==> src/rtl/bus_ack_monitor.sv <==
module bus_ack_monitor #(
  parameter int LIMIT_W = 8
) (
  input  logic               clk_i,
  input  logic               rst_ni,
  input  logic               xfer_start_i,
  input  logic               xfer_ext_i,
  input  logic               xfer_ack_i,
  input  logic               mon_en_i,
  input  logic [LIMIT_W-1:0] limit_i,
  output logic               xfer_err_o
);
  localparam logic [LIMIT_W-1:0] CNT_ZERO = '0;

  logic               busy_q;
  logic [LIMIT_W-1:0] cnt_q;
  logic               err_q;

  wire take   = xfer_start_i & xfer_ext_i & mon_en_i & ~busy_q;
  wire at_end = (cnt_q == CNT_ZERO);
  wire expire = busy_q & mon_en_i & ~xfer_ack_i & at_end;
  wire finish = busy_q & (xfer_ack_i | ~mon_en_i | at_end);

  always_ff @(posedge clk_i or negedge rst_ni) begin
    if (!rst_ni) begin
      busy_q <= 1'b0;
      cnt_q  <= CNT_ZERO;
      err_q  <= 1'b0;
    end else begin
      err_q <= expire;
      if (take) begin
        busy_q <= 1'b1;
        cnt_q  <= limit_i;
      end else if (finish) begin
        busy_q <= 1'b0;
        cnt_q  <= CNT_ZERO;
      end else if (busy_q) begin
        cnt_q <= cnt_q - 1'b1;
      end
    end
  end

  assign xfer_err_o = err_q;
endmodule


==> config.mk <==
export PLATFORM = sky130hd
export DESIGN_NAME = bus_ack_monitor
export DESIGN_NICKNAME = d
export VERILOG_FILES = /design/src/rtl/bus_ack_monitor.sv
export SDC_FILE = /design/constraint.sdc
export NUM_CORES = 1
export LEC_CHECK = 0
export BUFFER_PORTS_ARGS = -buffer_cell sky130_fd_sc_hd__buf_2
export CORE_AREA = 2 2 39 41
export CTS_CLUSTER_DIAMETER = 150
export DETAILED_ROUTE_END_ITERATION = 12
export DIE_AREA = 0 0 41 43
export HOLD_SLACK_MARGIN = 0.15
export PLACE_DENSITY = 0.84
export SLEW_MARGIN = 20
export SYNTH_ARGS = -nofsm -noshare
export SYNTH_HDL_FRONTEND = slang
export SYNTH_SLANG_ARGS = --single-unit
==> constraint.sdc <==
create_clock -name clk_i -period 2.6 [get_ports clk_i]
set_input_delay 0.26 -clock clk_i [delete_from_list [all_inputs] [get_ports clk_i]]
set_output_delay 0.26 -clock clk_i [all_outputs]
set_load 0.02 [all_outputs]
Word level (Yosys, flattened, before mapping)
Index checks and enable logic that the tools add are counted.
- bits in latches: 0
- register bits: 10
- memories kept: 0
- memory bits (read-only): 0
- bits in writable memories: 0
- order comparisons: 0
- bitwise logic cells: 12
- reductions and logical operators: 3
- div/mod/pow operators: 0
- mux-type cells: 5
- $add $sub $neg: 1
- eq/ne operators: 0
- multiply operators: 0
- shift operators: 0
- operators by type and width (kind ; count):
    $mux W8 ; 3
    $logic_not A8 Y1 ; 1
    $sub A8 B1 Y8 const B ; 1
    $and A1 B1 Y1 ; 7
    $not A1 Y1 ; 3
    $reduce_bool A3 Y1 ; 1
    $mux W1 ; 2
    $or A1 B1 Y1 ; 2
    $reduce_bool A2 Y1 ; 1

Longest topological paths before layout
- depth in word-level cells: 6
- gate-level depth with buffers: 7
- depth with buffers taken out: 6

Worst setup path after synthesis
No wires, ideal clock.
- path type: register to register
- start point: register cnt_q[0]
- end point: register cnt_q[6]
- data required time: 2.526 ns
- slack: 0.945 ns
- data arrival time: 1.581 ns
- path buffers: 0
- library setup time: 0.074 ns
- clock period less this slack: 1.655 ns
- stages on the path, launching flop included: 7
- path through: dfrtp_1 > inv_1 > ha_1 > or3b_4 > or3b_1 > a21o_1 > o21ai_2
- longest elaborated chain between the ends: 5
- elaborated cells between the ends (all ways): 8
- ends and longest elaborated chain (item ; line ; source):
    from (decl) ; 16 ; logic [LIMIT_W-1:0] cnt_q;
    from (signal assigned) ; 33 ; cnt_q <= limit_i;
    from (signal assigned) ; 38 ; cnt_q <= cnt_q - 1'b1;
    branches (longest 5 deep; another with $sub A8 B1 Y8) ; - ;
Parallel ways; which one is timed is not known. The select of a mux whose other input is x is not followed.
A chain may end at the register's enable or synchronous reset.

Worst setup path after layout
- start point: register cnt_q[0]
- end point: register cnt_q[1]
The elaborated chain is that of the path after synthesis.

==> metrics.yaml <==
drt:
  via_per_inst: 5.883
  remaining_drc_errors: 0
  wl_per_cell_um: 15.22
  drt-met1-wl_um: 618
  via_count: 553
  top_layer_used: "met4"
  wl_met2_um: 726
  totalWireLength_mm: 1.431
  drtIter0Drc: 11
  first_pass_iters: 4
  final_antenna_net_count: 0
  dr_wl_met3_um: 41
synth:
  synth.distinct_cells: 28
  synth_seq_cells: 10
  synth_nets: 78
  syn-instance-count: 62
  synth_compound_area_frac: 0.1874
  synth_xor_area_frac: 0
  syn_area_per_cell_um2: 10.23
  synth-simple-area-share: 0.1992
  yosysSeqAreaShare: 0.3945
  synth-adder-area-share: 0.03945
  synth_edf_count: 0
  syn_area_um2: 634.4
  async_flop_share: 1.000
  synthMuxAreaShare: 0.1262
  synth_top_family_by_area: "simple AND/OR/NAND/NOR gates"
  ys_warn_count: 0
  yosys_most_used_dff: "dfrtp_1"
timing:
  tns_ns: 0
  rsz0062_at_grt: "no"
  holdWs_ns: 0.1682
  post-route-worst-setup-slack_ns: 0.8493
  report.final.slew_viol_count: 0
  worst_pin_slew_ns: 0.7200
  hold_violations: 0
  finClkSkew_ns: 0.003376
  timing.final.crit_share: 0.6734
  fin_crit_ns: 1.751
  setup_viol: 0
  slew_headroom: 0.5178
  fmaxAchievable_ghz: 0.5712
pwr:
  power_frac_clock: 0.231
  p_leak_nw: 0.3570
  cellInternalPower_mw: 0.3044
  ir_drop_mv: 0.3197
  seqPwrFrac: 0.464
  switching_power_mw: 0.1644
  p_sw_frac: 0.3507
  pwr-share-comb: 0.304
  power.density_nw_per_um2: 638.3
layout:
  layout_commonest_cell: "buf_2"
  syn_to_final_growth_pct: 15.78
  mostFrequentLayoutCells: "buf_2, dfrtp_1, mux2i_1, a21oi_1, o22ai_1"
  antenna_cells: 0
  fin_area_um2: 734.5
  drive_above_1_share: 0.3077
  fin_nets: 96
  fin_util: 0.5307
placement:
  place_area_um2: 701.9
  port_buffers: 14
  place_ws_ns: 0.8646
  gp_congestion: 0.8003
  dp_hpwl_um: 978.5
grt:
  overflow: 0
  antenna_found_initial: 0
  grt_pass1_vias: 564
  grt_pass1_wl_mm: 2.366
  grt_max_degree: 12
  track_usage: 0.2032
clock_tree:
  clock_latency_ns: 0.27
  clk_path_buf_depth: 2
  ctsResizeCount: 0
  root_buffer: "clkbuf_4"
  tritoncts: "done"
  clock_sinks: 10
  cts.clk_slew.worst_paths_ns: 0.06
  cts_made_buffers: 3
  htreeDepth: 1
flow_run:
  max_cap_violations: 0
outcome:
  status: "completed"
critical_path:
  worstPathRequired_ns: 2.79
  crit_fanout: 9
  critPathKind: "register to register"
  worstSetupStartpointType: "register"
  end_kind: "register"
  arrival_ns: 1.94
  reg2regPathDepth: 6
floorplan:
  initial_utilization: 0.4584
  die_height_um: 43
  num_rows: 14
  num_io_pins: 15
  core_um2: 1384
  dieArea_um2: 1763
  die_w_um: 41
worst_hold_path:
  hold_path_depth: 2
  hp-class: "primary input to register"
==> critical path, cell delays in order, from the launching register on <==
cell,delay [ns]
dfrtp_1,0.39
inv_1,0.10
ha_1,0.20
nor2b_1,0.14
a311o_1,0.49
o22a_1,0.25
a21oi_1,0.11
==> power by group through the flow <==
stage                     clock [mW]  combinational (mW)  sequential, mW
after floorplan                    0               0.112           0.208
after global placement             0               0.134           0.216
after detailed placement           0               0.140           0.219
after CTS                      0.114               0.144           0.216
after global routing           0.118               0.164           0.220
final                          0.108               0.143           0.218
==> worst paths after layout <==
path	slack (ns)	start	end
max in group asynchronous	2.01	rst_ni	cnt_q[0]$_DFFE_PN0P_
setup reg to reg	0.85	cnt_q[0]$_DFFE_PN0P_	cnt_q[1]$_DFFE_PN0P_
hold / removal	0.17	xfer_ack_i	xfer_err_o$_DFF_PN0_
hold reg to reg	0.56	cnt_q[0]$_DFFE_PN0P_	cnt_q[0]$_DFFE_PN0P_
setup / recovery	0.85	cnt_q[0]$_DFFE_PN0P_	cnt_q[1]$_DFFE_PN0P_
min in group asynchronous	0.38	rst_ni	cnt_q[6]$_DFFE_PN0P_
==> metal layers <==
metal	up-vias	global-route usage
met1	262	0.2270
met3	5	0.02094
met5	-	0
li1	272	-
met2	14	0.3250
met4	0	0.1600
==> through the flow <==
stage	std cells	total power, mW
2_1_floorplan	62	0.3203
3_3_place_gp	90	0.3502
6_report	94	0.4688
4_1_cts	94	0.4739
5_1_grt	94	0.5020
3_5_place_dp	90	0.3591
==> layout make-up <==
class | instances | area (um2)
fill | 131 | 649.4
multi-input combinational | 47 | 350.3
sequential | 10 | 250.2
timing repair buffer | 15 | 80.08
clock buffer | 3 | 22.52
tap | 16 | 20.02
inverter | 3 | 11.26
==> registers in the layout (all words and copies together) (netlist names) <==
register    flops
cnt_q           8
xfer_err_o      1
busy_q          1
==> cell families (layout without fill, tap and decap cells) <==
family	count (synthesis)	count (layout)
AOI/OAI and AO/OA	18	18
adders and majority gates	2	2
buffers and inverters	5	21
DFF	10	10
muxes	8	8
and+or+nand+nor	19	19
==> Yosys cell counts, drive strengths merged, types with 2 or more instances <==
library cell	number	area [um2]
o22ai	5	31.28
ha	2	25.02
a21oi	5	25.02
or3b	2	20.02
o21ai	2	13.76
dfrtp	10	250.2
mux2i	8	80.08
nor3	4	25.02
buf	2	22.52
inv	3	11.26
nand3	2	10.01
nor2	5	21.27
==> repair_timing <==
item	CTS	global route
hold buffers	1	0
setup buffers	0	0
hold endpoints to repair	10	0
Power figures use the tool's default switching activity.
